[src/rtl/pit_pkg.sv]
package pit_pkg;
   // access-type encodings from control bits [5:4]
   localparam logic [1:0] ACC_LATCH = 2'd0;
   localparam logic [1:0] ACC_LOW   = 2'd1;
   localparam logic [1:0] ACC_HIGH  = 2'd2;
   localparam logic [1:0] ACC_PAIR  = 2'd3;
   // select value that is always illegal
   localparam logic [1:0] SEL_BAD   = 2'd3;
   // mode that reloads on expiry
   localparam logic [2:0] MODE_PERIODIC = 3'd2;
   localparam int unsigned STATUS_BIT = 5;

   typedef struct packed {
      logic [1:0] sel;
      logic [1:0] acc;
      logic [2:0] mode;
   } ctrl_fields_t;
endpackage

[src/rtl/pit_ctrl_decode.sv]
module pit_ctrl_decode
   import pit_pkg::*;
#(
   parameter int unsigned CHAN_ID = 0
) (
   input  logic       clk,
   input  logic       rst_n,
   input  logic       ctrl_wr_i,
   input  logic [6:0] cw_i,
   output logic       latch_o,
   output logic       mode_wr_o,
   output logic [2:0] mode_o,
   output logic       err_o
);
   localparam logic [1:0] MY_SEL = 2'(CHAN_ID);

   ctrl_fields_t cw;
   logic         mine;

   assign cw        = ctrl_fields_t'(cw_i);
   assign mine      = ctrl_wr_i && (cw.sel == MY_SEL);
   assign latch_o   = mine && (cw.acc == ACC_LATCH);
   assign mode_wr_o = mine && (cw.acc == ACC_PAIR);
   assign mode_o    = cw.mode;
   assign err_o     = ctrl_wr_i && ((cw.sel == SEL_BAD) ||
                      (mine && (cw.acc == ACC_LOW || cw.acc == ACC_HIGH)));


   cmd_exclusive_chk: assert property (@(posedge clk) disable iff (!rst_n)
      $onehot0({latch_o, mode_wr_o, err_o}));
endmodule

[src/rtl/pit_byte_port.sv]
module pit_byte_port #(
   parameter int unsigned BYTE_W = 8,
   parameter int unsigned CNT_W  = 2 * BYTE_W
) (
   input  logic              clk,
   input  logic              rst_n,
   input  logic              ptr_reset_i,
   input  logic              data_wr_i,
   input  logic [BYTE_W-1:0] data_i,
   input  logic              latch_i,
   input  logic              rd_en_i,
   input  logic [CNT_W-1:0]  count_i,
   output logic              load_o,
   output logic [CNT_W-1:0]  load_val_o,
   output logic [BYTE_W-1:0] rd_data_o
);
   logic              wr_hi_q, rd_hi_q, pend_q;
   logic [BYTE_W-1:0] low_q;
   logic [CNT_W-1:0]  hold_q;
   logic [CNT_W-1:0]  src;

   assign load_o     = data_wr_i && wr_hi_q;
   assign load_val_o = {data_i, low_q};
   assign src        = pend_q ? hold_q : count_i;
   assign rd_data_o  = rd_hi_q ? src[CNT_W-1:BYTE_W] : src[BYTE_W-1:0];

   always_ff @(posedge clk) begin
      if (!rst_n) begin
         wr_hi_q <= 1'b0;
         low_q   <= '0;
      end else if (ptr_reset_i) begin
         wr_hi_q <= 1'b0;
      end else if (data_wr_i) begin
         wr_hi_q <= !wr_hi_q;
         if (!wr_hi_q) low_q <= data_i;
      end
   end

   always_ff @(posedge clk) begin
      if (!rst_n) begin
         rd_hi_q <= 1'b0;
         pend_q  <= 1'b0;
         hold_q  <= '0;
      end else if (latch_i && !pend_q) begin
         hold_q  <= count_i;
         pend_q  <= 1'b1;
         rd_hi_q <= 1'b0;
      end else if (ptr_reset_i) begin
         rd_hi_q <= 1'b0;
      end else if (rd_en_i) begin
         rd_hi_q <= !rd_hi_q;
         if (rd_hi_q) pend_q <= 1'b0;
      end
   end


   held_value_chk: assert property (@(posedge clk) disable iff (!rst_n)
      pend_q |=> $stable(hold_q));

   latch_release_chk: assert property (@(posedge clk) disable iff (!rst_n)
      (pend_q && rd_en_i && rd_hi_q && !ptr_reset_i) |=> !pend_q);
endmodule

[src/rtl/pit_down_counter.sv]
module pit_down_counter
   import pit_pkg::*;
#(
   parameter int unsigned CNT_W       = 16,
   parameter bit          EN_PERIODIC = 1'b1
) (
   input  logic             clk,
   input  logic             rst_n,
   input  logic             tick_i,
   input  logic             load_i,
   input  logic [CNT_W-1:0] load_val_i,
   input  logic [2:0]       mode_i,
   output logic [CNT_W-1:0] count_o,
   output logic             done_o
);
   localparam logic [CNT_W-1:0] ONE = CNT_W'(1);

   logic [CNT_W-1:0] count_q, reload_q;
   logic             run_q, done_q, periodic;

   generate
      if (EN_PERIODIC) begin : g_periodic
         assign periodic = (mode_i == MODE_PERIODIC);
      end else begin : g_oneshot
         logic unused_mode;
         assign unused_mode = ^mode_i;
         assign periodic    = 1'b0;
      end
   endgenerate

   always_ff @(posedge clk) begin
      if (!rst_n) begin
         count_q  <= '0;
         reload_q <= '0;
         run_q    <= 1'b0;
         done_q   <= 1'b0;
      end else if (load_i) begin
         count_q  <= load_val_i;
         reload_q <= load_val_i;
         run_q    <= 1'b1;
         done_q   <= 1'b0;
      end else if (tick_i && run_q) begin
         if (count_q == ONE) begin
            if (periodic) begin
               count_q <= reload_q;
            end else begin
               count_q <= '0;
               run_q   <= 1'b0;
               done_q  <= 1'b1;
            end
         end else begin
            count_q <= count_q - ONE;
         end
      end
   end

   assign count_o = count_q;
   assign done_o  = done_q;


   load_value_chk: assert property (@(posedge clk) disable iff (!rst_n)
      load_i |=> (count_q == $past(load_val_i)) && !done_q);

   oneshot_end_chk: assert property (@(posedge clk) disable iff (!rst_n)
      (tick_i && run_q && count_q == ONE && !periodic && !load_i)
      |=> done_q && count_q == '0);

   reload_chk: assert property (@(posedge clk) disable iff (!rst_n)
      (tick_i && run_q && count_q == ONE && periodic && !load_i)
      |=> count_q == reload_q && !done_q);

   idle_hold_chk: assert property (@(posedge clk) disable iff (!rst_n)
      (!tick_i && !load_i) |=> $stable(count_q));
endmodule

[src/rtl/pit_channel.sv]
module pit_channel
   import pit_pkg::*;
#(
   parameter int unsigned BYTE_W      = 8,
   parameter int unsigned CNT_W       = 16,
   parameter int unsigned CHAN_ID     = 0,
   parameter bit          EN_PERIODIC = 1'b1
) (
   input  logic              clk,
   input  logic              rst_n,
   input  logic              tick_en,
   input  logic              wr_en,
   input  logic              wr_ctrl,
   input  logic [BYTE_W-1:0] wr_data,
   input  logic              rd_en,
   output logic [BYTE_W-1:0] rd_data_o,
   output logic [BYTE_W-1:0] status_o,
   output logic              err_o
);
   initial begin
      assert (CNT_W == 2 * BYTE_W) else $error("CNT_W must be twice BYTE_W");
      assert (BYTE_W >= 8)         else $error("control byte needs 8 bits");
      assert (CHAN_ID < 3)         else $error("CHAN_ID must be 0..2");
   end

   logic             latch, mode_wr, err_cmd, load, done;
   logic [2:0]       mode_new;
   logic [2:0]       mode_q;
   logic             err_q;
   logic [CNT_W-1:0] count, load_val;
   logic [6:0]       cw;

   assign cw = wr_data[7:1];

   generate
      if (BYTE_W > 8) begin : g_wide
         logic unused_hi;
         assign unused_hi = ^wr_data[BYTE_W-1:8];
      end
   endgenerate

   pit_ctrl_decode #(.CHAN_ID(CHAN_ID)) u_dec (
      .clk(clk), .rst_n(rst_n), .ctrl_wr_i(wr_en && wr_ctrl), .cw_i(cw),
      .latch_o(latch), .mode_wr_o(mode_wr), .mode_o(mode_new), .err_o(err_cmd)
   );

   pit_byte_port #(.BYTE_W(BYTE_W), .CNT_W(CNT_W)) u_port (
      .clk(clk), .rst_n(rst_n), .ptr_reset_i(mode_wr),
      .data_wr_i(wr_en && !wr_ctrl), .data_i(wr_data), .latch_i(latch),
      .rd_en_i(rd_en), .count_i(count), .load_o(load),
      .load_val_o(load_val), .rd_data_o(rd_data_o)
   );

   pit_down_counter #(.CNT_W(CNT_W), .EN_PERIODIC(EN_PERIODIC)) u_cnt (
      .clk(clk), .rst_n(rst_n), .tick_i(tick_en), .load_i(load),
      .load_val_i(load_val), .mode_i(mode_q), .count_o(count), .done_o(done)
   );

   always_ff @(posedge clk) begin
      if (!rst_n) begin
         mode_q <= '0;
         err_q  <= 1'b0;
      end else begin
         err_q <= err_cmd;
         if (mode_wr) mode_q <= mode_new;
      end
   end

   assign err_o = err_q;

   always_comb begin
      status_o             = '0;
      status_o[STATUS_BIT] = done;
   end


   err_pulse_chk: assert property (@(posedge clk) disable iff (!rst_n)
      err_q |-> $stable(mode_q));

   foreign_sel_chk: assert property (@(posedge clk) disable iff (!rst_n)
      (wr_en && wr_ctrl && wr_data[7:6] != 2'(CHAN_ID)) |=> $stable(mode_q));
endmodule

[config.mk]
export PLATFORM = sky130hd
export DESIGN_NAME = pit_channel
export DESIGN_NICKNAME = d
export VERILOG_FILES = /design/src/rtl/pit_pkg.sv /design/src/rtl/pit_ctrl_decode.sv /design/src/rtl/pit_byte_port.sv /design/src/rtl/pit_down_counter.sv /design/src/rtl/pit_channel.sv
export SDC_FILE = /design/constraint.sdc
export NUM_CORES = 1
export LEC_CHECK = 0
export ABC_AREA = 0
export BUFFER_PORTS_ARGS = -buffer_cell sky130_fd_sc_hd__buf_4
export CORE_UTILIZATION = 60
export CTS_BUF_LIST = sky130_fd_sc_hd__clkbuf_8
export CTS_CLUSTER_DIAMETER = 30
export DETAILED_ROUTE_END_ITERATION = 10
export HOLD_SLACK_MARGIN = 0.06
export MAX_ROUTING_LAYER = met4
export PLACE_DENSITY = 0.8
export SYNTH_ARGS = -nofsm -noshare
export SYNTH_HDL_FRONTEND = slang
export SYNTH_SLANG_ARGS = --single-unit
[constraint.sdc]
create_clock -name clk -period 2.15 [get_ports clk]
set_input_delay 0.3225 -clock clk [delete_from_list [all_inputs] [get_ports clk]]
set_output_delay 0.3225 -clock clk [all_outputs]
set_load 0.02 [all_outputs]
After elaboration in Yosys (flattened, before gate mapping). Cells that the tools add are included.

Logic and storage cells: 67. Bits in registers: 65. Input bits: 14. Output and inout port bits: 17.

Equal/unequal tests: 8. Bitwise gates (word level): 4. $add $sub $neg: 1. Reduce and logical (&&, ||, !) cells: 29. Mux-type cells: 14.

Operators by type and width (number): $mux 16 (5); $eq 16x1->1 const B (1); $sub 16x1->16 const B (1); $reduce_and 3->1 (4); $logic_and 1x1->1 (10); $mux 1 (8); $mux 8 (1); $reduce_bool 2->1 (4); $eq 2x2->1 const B (3); $logic_not 1->1 (4); $logic_not 2->1 (2); $not 1->1 (4); $reduce_or 2->1 (2); $eq 3x2->1 const B (1); $reduce_or 3->1 (1); $eq 2x1->1 const B (1); $logic_or 1x1->1 (2); $ne 2x1->1 const B (1); $ne 2x2->1 const B (1).

Longest topological paths before layout.
Depth after elaboration: 6. Mapped depth: 7. Depth with buffers taken out: 6.

Hierarchy. Synthesis repeated with hierarchy kept, for this count alone.

Cells, all modules: 411. Area total of the unflattened synthesis: 3692.3 µm².

Modules (own cells, without submodules): pit_down_counter (sequential area each 680.7 µm², area each 2070.7 µm², instances 1, cells each 239); pit_byte_port (sequential area each 540.5 µm², area each 1321.3 µm², instances 1, cells each 138); pit_channel (sequential area each 80.1 µm², area each 211.5 µm², instances 1, cells each 22); pit_ctrl_decode (sequential area each 0.0 µm², area each 88.8 µm², instances 1, cells each 12).

Worst setup path before layout. OpenSTA, ideal clock, no wires.

Kind: register to register. From: register u_cnt.count_q[0] (netlist: u_cnt.count_o[0]). To: register u_cnt.count_q[14] (netlist: u_cnt.count_o[14]). Clock period less this slack: 1.906 ns. Buffers on the path: 1. Library setup time: 0.074 ns. Arrival: 1.832 ns. Data required time: 2.076 ns. Setup slack: 0.244 ns. Stages on the path, launching flop included: 8. Cell sequence: dfxtp_1 > inv_1 > ha_1 > or3b_4 > buf_6 > or2_1 > or4_1 > a31oi_1.

Cells in the longest elaborated chain, start to end: 4. Elaborated cells between the ends (all ways): 5. Classes of those cells: add/sub: 1; eq/ne: 1; mux: 3.

RTL lines: start: declaration (RTL line pit_down_counter.sv:18) `logic [CNT_W-1:0] count_q, reload_q;`; start signal: assignment (RTL line pit_down_counter.sv:38) `count_q <= load_val_i;`; start signal: assignment (RTL line pit_down_counter.sv:45) `count_q <= reload_q;`; start signal: assignment (RTL line pit_down_counter.sv:52) `count_q <= count_q - ONE;`; $sub 16x1->16 or $eq 16x1->1 (tied branches) (RTL line pit_down_counter.sv:52, pit_down_counter.sv:43); $mux 16 * (RTL line pit_down_counter.sv:43) `if (count_q == ONE) begin`; $mux 16 * (RTL line pit_down_counter.sv:42) `end else if (tick_i && run_q) begin`; $mux 16 * (RTL line pit_down_counter.sv:37) `end else if (load_i) begin`.

Mark *: on every way between the ends. The rest lies on a longest branch, timed or not. The select of a mux whose other input is x is not followed. A chain may end at the register's enable or synchronous reset.

Worst setup path after layout.
From: register u_cnt.count_q[0] (netlist: u_cnt.count_o[0]). To: register u_cnt.count_q[2] (netlist: u_cnt.count_o[2]).

Same word-level chain as after synthesis.

==> run summary <==
DIE
---------------------------------------------------------------------------------
IO Pins                                                                        31
Cell Rows                                                                      27
Initial standard-cell utilization of the core                               0.623
Total Die Area                                                         5980 sq um
Placeable core region                                                  5470 sq um
Y dimension of the die                                               77.4 microns
Horizontal extent of the die                                         77.4 microns

PWR
---------------------------------------------------------------------------------
Maximum resistive drop on vdd                                            0.716 mV
Leakage power total                                                       1.66 nW
Pwr per Cell Area                                                     684 nW/um^2

GLOBAL ROUTING
---------------------------------------------------------------------------------
Vias in the first global route                                               2775
First-pass GRT wire length                                           14000 microns
Layer carrying the most global-route usage                                   met2
Met3 usage in global routing                                               0.0506
Number of antenna violations at the first check in global routing               0
Maximum number of pins on one net before global-route repair                   36
Total routing usage reported by global routing                              0.314
Global route overflow                                                           0
GRT met2 Usage                                                              0.494
Routing usage on met1                                                       0.399

DETAILED ROUTING
---------------------------------------------------------------------------------
Total wirelength of the detailed-routed design                       8650 microns
Post-detailed-route via-to-cell ratio                                        6.21
DRC                                                                             0
Final ANT Viol Nets                                                             0
WL per Instance                                                      17.9 microns
First-iteration detailed-routing DRC count                                    319
Number of iterations in the first detailed-routing pass                         5
Vias after detailed routing                                                  2992

SETUP PATH
---------------------------------------------------------------------------------
Slowest cell delay on critical path                                       0.46 ns
Required time of the worst setup path                                     2.41 ns
Critical path cell sequence                                          ha_1 -> nor4b_1 -> buf_4 -> and4_2 -> mux2_2 -> o22ai_1
Critical path start-end classification                                    reg2reg
Startpoint types                                                        flip-flop
Capturing element type of the critical path                             flip-flop
CP max stage cell                                                         dfxtp_1
Arrival time at the worst endpoint                                        2.27 ns
Largest driver fanout on the critical path                                      8

STA
---------------------------------------------------------------------------------
Final hold violation count                                                      0
Fin crit share                                                              0.938
Setup violation total in the final timing report                                0
Timing-limited maximum frequency                                          496 MHz
Final count of pins violating max slew                                          0
Final sum of negative setup slack                                            0 ns
Min setup slack post-route                                               0.134 ns
Maximum clock skew at final layout                                     0.00626 ns
Unrepaired setup endpoints after global routing                                no
Post-route minimum period                                                 2.02 ns

CLOCK TREE
---------------------------------------------------------------------------------
Clk Latency, worst-skew pair                                              0.33 ns
Number of sinks on the clock net                                               65
Number of buffers inserted during clock tree synthesis                          9
Number of hold-repair buffers added at the cts stage                            0
CTS H-tree lvls                                                                 3
Max Root-Sink Buffers                                                           2
Clock transition at the registers of the reported paths                   0.07 ns
CTS tree                                                                     done
Root buffer cell                                                         clkbuf_8

SYNTHESIS
---------------------------------------------------------------------------------
Yosys reg bits                                                                 65
List of most frequent post-synthesis cells                           65 x dfxtp_1, 46 x nand2_1, 37 x nor2_1
Cell accounting for the most synthesized area                             dfxtp_1
Number of enable-type register cells in the synthesized netlist                 0
Number of warnings printed during yosys synthesis                               0
Post-Syn Area per Cell                                                 8.99 sq um
Number of standard cells after synthesis                                      379
Combined area of all synthesized cells                                 3410 sq um
Number of unique standard cell types used by synthesis                         63
Library cell with the highest instance count after synthesis              dfxtp_1
Most area-consuming cells after synthesis                            dfxtp_1 38%, mux2i_1 8.2%, nand2_1 5.1%
Post-synth top flop                                                       dfxtp_1
Fraction of post-synthesis cell area in the top cell type by area           0.382
Fraction of synthesis flops using an asynchronous set or reset pin              0
Seq/Total Area, Yosys                                                       0.382

LAYOUT
---------------------------------------------------------------------------------
Filler Cells Inserted                                                         463
Final core utilization                                                      0.705
Number of inserted diodes                                                       0
Layout Area Growth over Synthesis                                           13.2%
Final layout net count                                                        424
Layout cell share with drive strength beyond 1                              0.210

HOLD PATH
---------------------------------------------------------------------------------
Type of the worst min-delay path                                           in2reg

PLACE
---------------------------------------------------------------------------------
Count of buffers from port buffering                                           23
Detailed placement HPWL                                              6390 microns
Pre-CTS WS                                                              0.0973 ns
Gp weighted congestion                                                      0.996

STATUS
---------------------------------------------------------------------------------
Outcome                                                                 completed

JOB
---------------------------------------------------------------------------------
Number of violations of the max-capacitance limit                               0

==> timing repair <==
action,4_1_cts,5_1_grt
setup endpoints to repair,0,8
resized for setup,0,2
setup buffers,0,0
==> final cells by class <==
cell class                 instances  area [sq um]  area share
sequential                        65          1300       0.337
clock buffer                      12           165      0.0428
clock inverter                     3          16.3     0.00422
inverter                           8          30.0     0.00778
tap                               72          90.1      0.0234
multi-input combinational        272          1870       0.484
timing repair buffer              50           388       0.101
==> stage by stage <==
stage	power (mW)	cells	cell area (sq um)	hold WS (ns)
after CTS	2.64	482	3850	0.189
final	2.64	482	3860	0.209
after global placement	1.70	467	3670	0.444
after global routing	2.74	482	3860	0.214
after detailed placement	1.71	467	3670	0.450
after floorplan	1.59	385	3430	0.436
==> path summary, 6_finish.rpt <==
| kind | cells past startpoint | startpoint | to | slack (ns) |
|---|---|---|---|---|
| max | 6 | u_cnt.count_o[0]$_SDFFE_PN0P_ | u_cnt.count_o[2]$_SDFFE_PN0P_ | 0.13 |
| min | 2 | tick_en | u_cnt.run_q$_SDFFE_PN0P_ | 0.21 |
| max reg2reg | 6 | u_cnt.count_o[0]$_SDFFE_PN0P_ | u_cnt.count_o[2]$_SDFFE_PN0P_ | 0.13 |
| min reg2reg | 2 | u_cnt.reload_q[2]$_SDFFE_PN0P_ | u_cnt.reload_q[2]$_SDFFE_PN0P_ | 0.46 |
==> registers in the layout, indices dropped and copies added (netlist names) <==
| name | count |
|---|---|
| u_port.rd_hi_q | 1 |
| u_port.low_q | 8 |
| mode_q | 3 |
| u_cnt.reload_q | 16 |
| u_port.wr_hi_q | 1 |
| u_port.pend_q | 1 |
| u_port.hold_q | 16 |
| u_cnt.done_o | 1 |
| err_o | 1 |
| u_cnt.run_q | 1 |
| u_cnt.count_o | 16 |
==> per-layer routing <==
layer / share of wire / vias up / routed length, microns
li1: - / 1404 / -
met1: 0.44 / 1457 / 3820
met2: 0.48 / 115 / 4150
met3: 0.055 / 16 / 472
met4: 0.023 / 0 / 201
met5: 0 / - / 0
==> placed cells by master, fill, tap and decap left out, drive strengths merged, types with 2 or more instances in the layout <==
master,Yosys,routed
a211oi,4,4
a21boi,3,3
a21o,4,4
a21oi,25,25
a221o,8,8
a31oi,5,5
a32oi,2,2
buf,18,50
clkbuf,22,12
conb,1,7
dfxtp,65,65
ha,4,4
inv,8,9
mux2,2,2
mux2i,28,28
mux4,8,8
nand2,46,46
nand3,11,11
nand4,5,5
nand4b,2,2
nor2,37,37
nor3,6,6
nor4,7,7
o211ai,3,3
o21ai,10,10
o31ai,3,3
or2,4,4
or3,2,2
or3b,2,2
or4,5,5
xnor2,5,5
xor2,4,4
==> critical path: cells and delay by family, from the launching register on <==
kind,cells,cell delay [ns]
DFF,1,0.46
muxes,1,0.36
adders and majority gates,1,0.20
AOI/OAI and AO/OA,1,0.13
buffers and inverters,1,0.19
and+or+nand+nor,2,0.59
==> report_power, final <==
group	leakage, nW	switching [mW]	internal, mW
Clock	0.0957	0.446	0.501
Sequential	0.526	0.0391	1.24
Combinational	1.04	0.231	0.184
Total	1.66	0.716	1.92
==> logic make-up (layout without fill, tap and decap cells) <==
kind of cell	after synthesis	after routing	synth area share
other cells	1	7	0.00110
simple gates	137	137	0.205
compound gates	77	77	0.153
fa+ha+maj	4	4	0.0147
mux	38	38	0.143
flops	65	65	0.382
buf+inv	48	73	0.0790
xor+xnor	9	9	0.0231
Note: power is estimated with default switching activity, not from simulation.
